## config.mk

```make
export PLATFORM = sky130hd
export DESIGN_NAME = gpio_setclr_port
export DESIGN_NICKNAME = d
export VERILOG_FILES = /design/src/rtl/gpio_setclr_port.sv
export SDC_FILE = /design/constraint.sdc
export NUM_CORES = 1
export LEC_CHECK = 0
export BUFFER_PORTS_ARGS = -buffer_cell sky130_fd_sc_hd__buf_2
export CORE_AREA = 2 2 106 133
export DETAILED_ROUTE_END_ITERATION = 12
export DIE_AREA = 0 0 108 135
export PLACE_DENSITY = 0.8
export SKIP_LAST_GASP = 1
export SYNTH_ARGS = -nofsm -noshare
export SYNTH_HDL_FRONTEND = slang
export SYNTH_SLANG_ARGS = --single-unit
```

## constraint.sdc

```tcl
create_clock -name clk -period 0.8 [get_ports clk]
set_input_delay 0.08 -clock clk [delete_from_list [all_inputs] [get_ports clk]]
set_output_delay 0.08 -clock clk [all_outputs]
set_load 0.05 [all_outputs]
```

## src/rtl/gpio_setclr_port.sv

```systemverilog
module gpio_setclr_port #(
  parameter int NPINS = 32,
  parameter int AW    = 3
) (
  input  logic             clk,
  input  logic             rst_n,
  input  logic             bus_wr,
  input  logic             bus_rd,
  input  logic [AW-1:0]    bus_addr,
  input  logic [NPINS-1:0] bus_wdata,
  output logic [NPINS-1:0] bus_rdata,
  input  logic [NPINS-1:0] pad_in,
  output logic [NPINS-1:0] pad_out,
  output logic [NPINS-1:0] pad_oe
);

  localparam logic [AW-1:0] A_RAISE = AW'(0);
  localparam logic [AW-1:0] A_LOWER = AW'(1);
  localparam logic [AW-1:0] A_FLOAT = AW'(2);
  localparam logic [AW-1:0] A_STATE = AW'(3);
  localparam logic [AW-1:0] A_INEN  = AW'(4);

  logic [NPINS-1:0] lat_q, dir_q, sy1_q, sy2_q, state;
  logic             live_q;

  wire wr_raise = bus_wr && (bus_addr == A_RAISE);
  wire wr_lower = bus_wr && (bus_addr == A_LOWER);
  wire wr_float = bus_wr && (bus_addr == A_FLOAT);
  wire wr_inen  = bus_wr && (bus_addr == A_INEN);
  wire rd_state = bus_rd && (bus_addr == A_STATE);

  always_ff @(posedge clk or negedge rst_n) begin
    if (!rst_n) begin
      lat_q <= '0;
      dir_q <= '0;
    end else begin
      if (wr_raise) lat_q <= lat_q | bus_wdata;
      if (wr_lower) lat_q <= lat_q & ~bus_wdata;
      if (wr_raise || wr_lower) dir_q <= dir_q | bus_wdata;
      if (wr_float) dir_q <= dir_q & ~bus_wdata;
    end
  end

  always_ff @(posedge clk or negedge rst_n) begin
    if (!rst_n) begin
      live_q <= 1'b0;
      sy1_q  <= '0;
      sy2_q  <= '0;
    end else begin
      if (wr_inen) live_q <= 1'b1;
      sy1_q <= pad_in;
      sy2_q <= sy1_q;
    end
  end

  assign state = live_q ? sy2_q : '0;

  always_ff @(posedge clk or negedge rst_n) begin
    if (!rst_n) bus_rdata <= '0;
    else        bus_rdata <= rd_state ? state : '0;
  end

  assign pad_out = lat_q;
  assign pad_oe  = dir_q;


  rst_quiet_chk: assert property (@(posedge clk) !rst_n |-> (pad_oe == '0 && pad_out == '0 && bus_rdata == '0));


  raise_mask_chk: assert property (@(posedge clk) disable iff (!rst_n)
    wr_raise |=> ((pad_out & $past(bus_wdata)) == $past(bus_wdata)) &&
                 ((pad_out & ~$past(bus_wdata)) == ($past(pad_out) & ~$past(bus_wdata))));


  lower_mask_chk: assert property (@(posedge clk) disable iff (!rst_n)
    wr_lower |=> ((pad_out & $past(bus_wdata)) == '0) &&
                 ((pad_out & ~$past(bus_wdata)) == ($past(pad_out) & ~$past(bus_wdata))));


  drive_dir_chk: assert property (@(posedge clk) disable iff (!rst_n)
    (wr_raise || wr_lower) |=> ((pad_oe & $past(bus_wdata)) == $past(bus_wdata)) &&
                               ((pad_oe & ~$past(bus_wdata)) == ($past(pad_oe) & ~$past(bus_wdata))));


  float_dir_chk: assert property (@(posedge clk) disable iff (!rst_n)
    wr_float |=> ((pad_oe & $past(bus_wdata)) == '0) && $stable(pad_out));


  dead_input_chk: assert property (@(posedge clk) disable iff (!rst_n)
    !live_q |=> (bus_rdata == '0));


  live_sticky_chk: assert property (@(posedge clk) disable iff (!rst_n)
    live_q |=> live_q);


  idle_rdata_chk: assert property (@(posedge clk) disable iff (!rst_n)
    !rd_state |=> (bus_rdata == '0));

endmodule

```

Word-level counts from Yosys, hierarchy flattened:

Index checks and enable logic that the tools add are counted.

* eq/ne operators: 4
* muxes and demuxes: 6
* bitwise operators: 5
* reduce and logical (&&, ||, !) cells: 9

Operator list (count)
* $mux W32: 6
* $and A32 B32 Y32: 2
* $or A32 B32 Y32: 2
* $not A32 Y32: 1
* $eq A3 B2 Y1 const B: 2
* $logic_and A1 B1 Y1: 5
* $reduce_bool A2 Y1: 2
* $eq A3 B1 Y1 const B: 1
* $eq A3 B3 Y1 const B: 1
* $logic_not A3 Y1: 1
* $logic_or A1 B1 Y1: 1

* register bits: 161
* bits of input ports: 71
* output and inout port bits: 96
* word-level logic and storage cells: 30

Logic depth before layout (Yosys ltp):

Gate-level depths: netlist (run 1).

* depth after elaboration: 5
* depth in mapped cells: 5
* depth with buffers taken out: 2

Worst setup path before layout (run 1):

No wires, ideal clock.

* path type: in2reg
* start point: in bus_wr
* end point: reg (tool-made name)
* library setup time: 0.080 ns
* arrival time: 0.810 ns
* data required time: 0.720 ns
* path slack: -0.090 ns
* stages: 4
* buffers on the path: 2
* cells stage by stage: buf_4 -> clkbuf_1 -> and4bb_1 -> mux2i_1

RTL lines
* start: declaration: line 7 `input logic bus_wr,`

==> metrics, run 1 <==
Yosys cell types=16; CP Data Arrival Time=1.00 ns; share of layout cells above drive strength 1=0.4479; Leakage Power=0.004540 uW; final setup fails=130; unrepaired setup endpoints after global routing=yes; I/O pin total=167; Port Buffers=166; fin crit period=1.084 ns; Clock Skews=0.004725 ns; Syn Nets=490; Root Buffer=clkbuf_16; fin util=0.7015; power density over the cells=2569 mW/mm2; synthesis-to-finish area growth=51.48%; Detail Placement HPWL=8943 um; die height=135 um; fin crit share=1.356; Worst EP required=0.72 ns; Max FO, Critical Path=2; core footprint=0.01323 mm2; crit end category=output port; first-pass GRT wire length=23,950 um; Max Freq=922.2 MHz; violated checks=negative setup slack; Vias/cell=4.967; critical path class=reg -> out; # nets final=730; Max Cap Viol=0; Worst Hold Class=in -> reg; Avg Inst Size Synth=14.62 um2; vias=4,192; die area=0.01458 mm2; status=finished with violations; Cell Area, Synth=0.006127 mm2; gpl congestion=0.7382; Rows=47; Synthesis Warnings=0; highest-count cells in the layout ignoring fill and taps=118 x dfrtp_1, 98 x buf_6, 62 x inv_1, 58 x dlygate4sd3_1, 45 x buf_2; startpoint type of the worst setup path=flop; CTS tree=yes; antenna-violating nets left=0; Worst path max stage delay=0.43 ns; vias in the first global route=4,721; Yosys reg bits=161; Clock Path Buffers=2; Synth Instances=419; H-tree levels=4; DR WL/cell=17.84 um; max_slew headroom=0.8025; CTS Buf Count=17; largest net degree at the start of global routing=41; sequential area share after synthesis=0.6575; Crit path max-delay family=flip-flops; Layout Cells excl Fill=844; initial antenna violation count=1; Die W=108 um; DR pass1 iterations=4; global-route usage over all layers=0.2160; Worst Max-Slew Pin Slew=0.2962 ns; Clock Sinks=161; most common cell after layout, fill and taps aside=dfrtp_1; crit-path cells=buf_6; fin. max-slew vios=0; final hold violation count=0; clock input transition at the sequential cells of the worst setup and hold paths=0.07 ns; Place WS=-0.2513 ns; placed cell count=754; slowest CP cell=dfrtp_2; gr ovfl total=0; VDD IR-drop max=0.001781 V; setup slack after layout=-0.2844 ns; Buf/Inv on CP=1; DRT iter0 DRCs=118; setup TNS=-30.37 ns; Skew-Pair Late Insertion Delay=0.41 ns; Initial Util=0.4631; Routed WL=15,060 um; drc violations=0
==> synth_stat cells <==
library cell | instances | area, um2
a21o_1 | 32 | 240.2
mux2i_1 | 32 | 320.3
buf_2 | 8 | 40.04
dfrtp_1 | 161 | 4029
nand4b_4 | 1 | 23.77
buf_4 | 6 | 45.04
inv_1 | 65 | 244.0
and4bb_1 | 29 | 362.9
nand4bb_1 | 32 | 360.4
nor4bb_1 | 1 | 10.01
nor3_2 | 30 | 300.3
buf_6 | 5 | 56.30
clkbuf_1 | 11 | 41.29
or2_2 | 1 | 6.260
and4bb_2 | 3 | 37.54
nor3_1 | 2 | 10.01
==> power by group <==
part | internal, uW | switching [uW] | leakage, uW
registers | 9090 | 635 | 0.00189
logic | 2580 | 3870 | 0.00239
clock network | 4310 | 3350 | 0.000260
total | 16000 | 7850 | 0.00454
==> through the flow <==
| stage | hold slack [ns] | instance area (um2) | power, uW |
|---|---|---|---|
| after floorplan | -0.2156 | 6217 | 13130 |
| after global placement | -0.02494 | 7375 | 14530 |
| after global routing | 0.1100 | 9281 | 24790 |
| after CTS | 0.04830 | 9258 | 23770 |
| final | 0.09973 | 9281 | 23840 |
| after detailed placement | -0.02604 | 7375 | 14660 |
==> path summary, 6_finish.rpt <==
kind                       slack, ns  cells past startpoint                          to          startpoint
max                            -0.28                      1                  pad_oe[16]                flop
min                              0.1                      3                        flop       bus_wdata[18]
max reg2reg                    -0.23                      3      bus_rdata[5]$_DFF_PN0_  live_q$_DFFE_PN0P_
min reg2reg                     0.35                      0          sy2_q[7]$_DFF_PN0_  sy1_q[7]$_DFF_PN0_
max in group asynchronous       0.19                      3  asynchronous set/reset pin               rst_n
min in group asynchronous       0.11                      2     bus_rdata[28]$_DFF_PN0_               rst_n
==> repair_timing <==
action,4_1_cts,5_1_grt
cloned,0,0
endpoints found under the hold margin,225,0
gates resized for setup,199,22
setup endpoints to repair,128,180
hold buffers,65,0
setup buffers,6,11
pin swaps,1,4
==> cells by family (layout without fill, tap and decap cells) <==
logic type / count (synthesis) / in the layout / synth area share
other: 0 / 1 / 0
flip-flops: 161 / 161 / 0.6575
AND/OR/NAND/NOR: 99 / 99 / 0.1813
AO/OA/AOI/OAI: 32 / 32 / 0.03921
multiplexers: 32 / 32 / 0.05228
buffers and inverters: 95 / 348 / 0.06963
==> metal layers <==
metal | part of all wire | global-route usage
met2 | 0.53 | 0.3763
met4 | 0.018 | 0.08262
met5 | 0 | 0
met3 | 0.068 | 0.07432
met1 | 0.38 | 0.2425
==> layout make-up <==
class                      count  area (um2)
antenna                        1       2.502
clock buffer                  18       429.2
clock inverter                14       130.1
fill                         859        3950
inverter                      65       244.0
multi-input combinational    163        1702
sequential                   161        4083
tap                          171       214.0
timing repair buffer         251        2477
Power figures use the tool's default switching activity.
==> run 2, diff against run 1 <==
SETUP_SLACK_MARGIN = 0.15   (was not set)
==> metrics, run 2 (synthesis results as in run 1) <==
status=finished with violations; violated checks=negative hold slack, negative setup slack; Place WS=-0.3150 ns; Clock Skews=0.009316 ns; Antenna diodes=0; CTS Buf Count=17; DRT iter0 DRCs=123; Leakage Power=0.004483 uW; largest net degree at the start of global routing=38; Layout Cells excl Fill=844; Worst Max-Slew Pin Slew=0.2780 ns; post-route cell area=0.009365 mm2; fin. max-slew vios=0; Sw Ratio=0.3354; Worst Hold Class=in -> reg; Max Cap Viol=0; hold buffers post-CTS=35; I/O pin total=167; CTS tree=yes; Pint=16,070 uW; total power=24,180 uW; Max FO, Critical Path=2; placed inst area=0.007523 mm2; Skew-Pair Late Insertion Delay=0.43 ns; Routed WL=15,640 um; sequential share of power=0.406; placed cell count=762; core footprint=0.01323 mm2; crit end category=output port; antenna-violating nets left=0; worst hold start=bus_wdata[30]; Vias/cell=5.021; final setup fails=132; Die W=108 um; Port Buffers=166; vias=4,238; critical path class=reg -> out; GR peak layer=met2; Initial Util=0.4631; met1 Track Usage GR=0.2572; fin crit share=1.367; Max Freq=914.2 MHz; Logic pwr share=0.268; slowest CP cell=dfrtp_2; fin util=0.7078; setup slack after layout=-0.2938 ns; unrepaired setup endpoints after global routing=yes; crit-path cells=buf_6; global-route usage over all layers=0.2230; share of layout cells above drive strength 1=0.5929; # nets final=731; most common cell after layout, fill and taps aside=buf_6; switching power=8110 uW; first-pass GRT wire length=24,540 um; Detail Placement HPWL=9082 um; Fillers=827; gr ovfl total=0; startpoint type of the worst setup path=flop; Rows=47; H-tree levels=4; die height=135 um; initial antenna violation count=0; Worst path max stage delay=0.43 ns; grt met2 use=0.3854; DR pass1 iterations=4; hold path depth=3; Clock power frac=0.326; met3 Use GR=0.07722; die area=0.01458 mm2; vias in the first global route=4,724; power density over the cells=2582 mW/mm2; drc violations=0; synthesis-to-finish area growth=52.85%; Clock Sinks=161; Crit path max-delay family=flip-flops; clock input transition at the sequential cells of the worst setup and hold paths=0.06 ns; RR Startpoint=live_q$_DFFE_PN0P_; worst r2r path cells=3; Buf/Inv on CP=1; DR WL/cell=18.53 um; CP Data Arrival Time=1.01 ns; max_slew headroom=0.8147; Worst EP required=0.72 ns; final hold violation count=19; r2r setup slk=-0.29 ns; minimum hold slack=-0.02202 ns; fin crit period=1.094 ns; highest-count cells in the layout ignoring fill and taps=111 x buf_6, 87 x dfrtp_2, 74 x dfrtp_1, 69 x buf_2, 39 x inv_1; FF-to-FF End=bus_rdata[23]$_DFF_PN0_; Root Buffer=clkbuf_16; gpl congestion=0.7705; VDD IR-drop max=0.002288 V; Clock Path Buffers=2
[run 2: cell count changes in the layout (fill, tap and decap cells not counted), moves of 6 or more]
cell,before,now
dlymetal6s4s_1,7,1
inv_1,62,39
buf_6,98,111
dlygate4sd3_1,58,34
buf_4,28,21
dfrtp_2,43,87
dfrtp_1,118,74
buf_2,45,69
nor3_4,3,15
nor3_2,28,17
inv_2,3,26
[run 2: worst max-delay path by stage]
| stage | cells after the start | slack [ns] | to |
|---|---|---|---|
| floorplan | 3 | -0.05 | bus_rdata[21]$_DFF_PN0_ |
| global placement | 3 | -0.25 | bus_rdata[6]$_DFF_PN0_ |
| detailed placement | 3 | -0.31 | bus_rdata[12]$_DFF_PN0_ |
| CTS | 1 | -0.30 | pad_out[10] |
| global route | 1 | -0.32 | pad_out[25] |
| finish | 1 | -0.29 | pad_oe[16] |
[run 2: layer usage]
layer,up-vias,part of all wire
met5,-,0
li1,1913,-
met2,149,0.53
met4,0,0.023
met3,31,0.062
met1,2145,0.38
[run 2: what timing repair did]
action | CTS | global route
gates resized for setup | 215 | 46
gates cloned | 1 | 0
setup endpoints to repair | 165 | 237
pin swaps | 1 | 4
hold endpoints to repair | 224 | 18
buffers inserted | 3 | 11
[run 2: worst reg2reg max path, stage by stage, from the launching register on]
cell and delay, ns:
dfrtp_2 0.44, nand4b_4 0.22, buf_12 0.22, nor3_4 0.13
[run 2: stage by stage]
stage          hold slack, ns  setup TNS (ns)
2_1_floorplan         -0.2156          -2.582
3_3_place_gp        -0.006874          -20.90
3_5_place_dp        -0.003758          -22.80
4_1_cts              -0.04525          -35.97
5_1_grt              -0.03081          -38.45
6_report             -0.02202          -33.83
[run 2: cell type report]
cell class / count / area [um2] / share of cell area
well taps: 171 / 214.0 / 0.02285
inverters: 65 / 244.0 / 0.02605
clock inverters: 15 / 146.4 / 0.01563
repair buffers: 251 / 2396 / 0.2558
multi-input cells: 164 / 1802 / 0.1924
clock buffers: 17 / 425.4 / 0.04542
flip-flops and latches: 161 / 4138 / 0.4418
[run 2: power by group through the flow]
stage / Combinational [uW] / Sequential (uW) / Clock (uW)
after global placement: 4950 / 9650 / 0
final: 6470 / 9830 / 7880
after CTS: 6180 / 9740 / 8000
after detailed placement: 5060 / 9680 / 0
after global routing: 6760 / 9900 / 8410
after floorplan: 1010 / 12200 / 0
==> run 3, diff against run 2 <==
--- a/config.mk
+++ b/config.mk
@@ -7,8 +7,8 @@
 export LEC_CHECK = 0
 export BUFFER_PORTS_ARGS = -buffer_cell sky130_fd_sc_hd__buf_2
-export CORE_AREA = 2 2 106 133
+export CORE_AREA = 2 2 122 153
 export DETAILED_ROUTE_END_ITERATION = 12
-export DIE_AREA = 0 0 108 135
-export PLACE_DENSITY = 0.8
+export DIE_AREA = 0 0 124 155
+export PLACE_DENSITY = 0.65
 export SETUP_SLACK_MARGIN = 0.15
 export SKIP_LAST_GASP = 1
==> constraint.sdc (replaced) <==
create_clock -name clk -period 0.8 [get_ports clk]
set_input_delay 0.08 -clock clk [delete_from_list [all_inputs] [get_ports clk]]
set_output_delay 0.08 -clock clk [all_outputs]
set_load 0.01 [all_outputs]
==> metrics, run 3 (synthesis results as in run 1) <==
status=finished with violations; violated checks=negative hold slack, negative setup slack; fin crit period=1.047 ns; largest net degree at the start of global routing=42; startpoint type of the worst setup path=flop; drc violations=0; vias=4,106; unrepaired setup endpoints after global routing=yes; Routed WL=14,260 um; fin. max-slew vios=0; Max Freq=955.0 MHz; Max Cap Viol=0; placed cell count=812; I/O pin total=167; highest-count cells in the layout ignoring fill and taps=161 x dfrtp_1, 139 x buf_2, 57 x inv_1, 52 x buf_6, 35 x dlygate4sd3_1; Clock Skews=0.008893 ns; gr ovfl total=0; Initial Util=0.3424; antenna-violating nets left=0; CP Data Arrival Time=0.97 ns; Max FO, Critical Path=2; Die W=124 um; Layout Cells excl Fill=914; DRT iter0 DRCs=158; synthesis-to-finish area growth=47.05%; Worst EP required=0.72 ns; DR WL/cell=15.60 um; most common cell after layout, fill and taps aside=dfrtp_1; CTS tree=yes; Rows=55; gpl congestion=0.7486; clock input transition at the sequential cells of the worst setup and hold paths=0.07 ns; register area=0.004029 mm2; fin crit share=1.309; area of the multi-input gates=0.001690 mm2; Fillers=1,547; Skew-Pair Late Insertion Delay=0.42 ns; Detail Placement HPWL=9287 um; die area=0.01922 mm2; core footprint=0.01789 mm2; initial antenna violation count=0; # nets final=744; Crit path max-delay family=flip-flops; crit end category=output port; Vias/cell=4.492; slowest CP cell=dfrtp_1; setup slack after layout=-0.2472 ns; Antenna diodes=0; die height=155 um; Worst Hold Class=in -> reg; Worst Max-Slew Pin Slew=0.2592 ns; Leakage Power=0.004556 uW; Root Buffer=clkbuf_16; first-pass GRT wire length=21,940 um; vias in the first global route=4,465; Clock Path Buffers=2; fin util=0.5036; crit-path cells=buf_2; power density over the cells=2435 mW/mm2; Port Buffers=166; Clock Sinks=161; Buf/Inv on CP=1; VDD IR-drop max=0.001345 V; Worst path max stage delay=0.40 ns; H-tree levels=4; global-route usage over all layers=0.1475; DR pass1 iterations=4; final setup fails=133; max_slew headroom=0.8249; share of layout cells above drive strength 1=0.4475; minimum hold slack=-0.01802 ns; hold buffers post-CTS=35; final hold violation count=17; critical path class=reg -> out; CTS Buf Count=17
-- run 3: final cells by class --
| cell class | count | share of cell area |
|---|---|---|
| clock buffer | 17 | 0.04722 |
| clock inverter | 15 | 0.02347 |
| inverter | 65 | 0.02708 |
| multi-input combinational | 163 | 0.1876 |
| sequential | 161 | 0.4472 |
| tap | 228 | 0.03166 |
| timing repair buffer | 265 | 0.2358 |
-- run 3: worst paths after layout --
path,slack [ns],start,to,cells after the start
setup / recovery,-0.25,flop,pad_oe[8],1
hold / removal,-0.02,bus_wdata[11],flop,3
setup reg to reg,-0.22,live_q$_DFFE_PN0P_,bus_rdata[18]$_DFF_PN0_,3
hold reg to reg,0.34,sy1_q[12]$_DFF_PN0_,sy2_q[12]$_DFF_PN0_,0
max in group asynchronous,0.21,rst_n,asynchronous set/reset pin,3
min in group asynchronous,0.09,rst_n,sy2_q[30]$_DFF_PN0_,2
-- run 3: where the power goes --
part | switching (uW) | leakage (uW) | internal [uW] | total [uW]
combinational | 1680 | 0.00231 | 2150 | 3830
sequential | 490 | 0.00194 | 9010 | 9500
clock | 3530 | 0.000310 | 5080 | 8610
total | 5700 | 0.00456 | 16200 | 21900
-- run 3: through the flow --
stage               TNS [ns]  hold slack (ns)  instance area (um2)  power (uW)  setup WS (ns)
floorplan             -2.388          -0.2156                 6180       10890       -0.05477
global route          -32.78         -0.03230                 9010       23030        -0.2886
detailed placement    -19.23         -0.04387                 7460       12430        -0.2651
CTS                   -28.88         -0.03941                 8670       21690        -0.2676
finish                -26.20         -0.01802                 9010       21940        -0.2472
global placement      -16.89         -0.04756                 7460       12330        -0.2345
-- run 3: routing by layer --
layer | GRT usage | part of all wire
met2 | 0.2499 | 0.50
met5 | 0 | 0
met4 | 0.04601 | 0.016
met1 | 0.1774 | 0.42
met3 | 0.04729 | 0.061
-- run 3: what timing repair did --
action                                 4_1_cts  5_1_grt
resized for setup                           13       57
buffers inserted                            22       12
cloned                                       0        1
endpoints found under the hold margin      225       23
pin swaps                                    2        5
setup endpoints to repair                  139      206
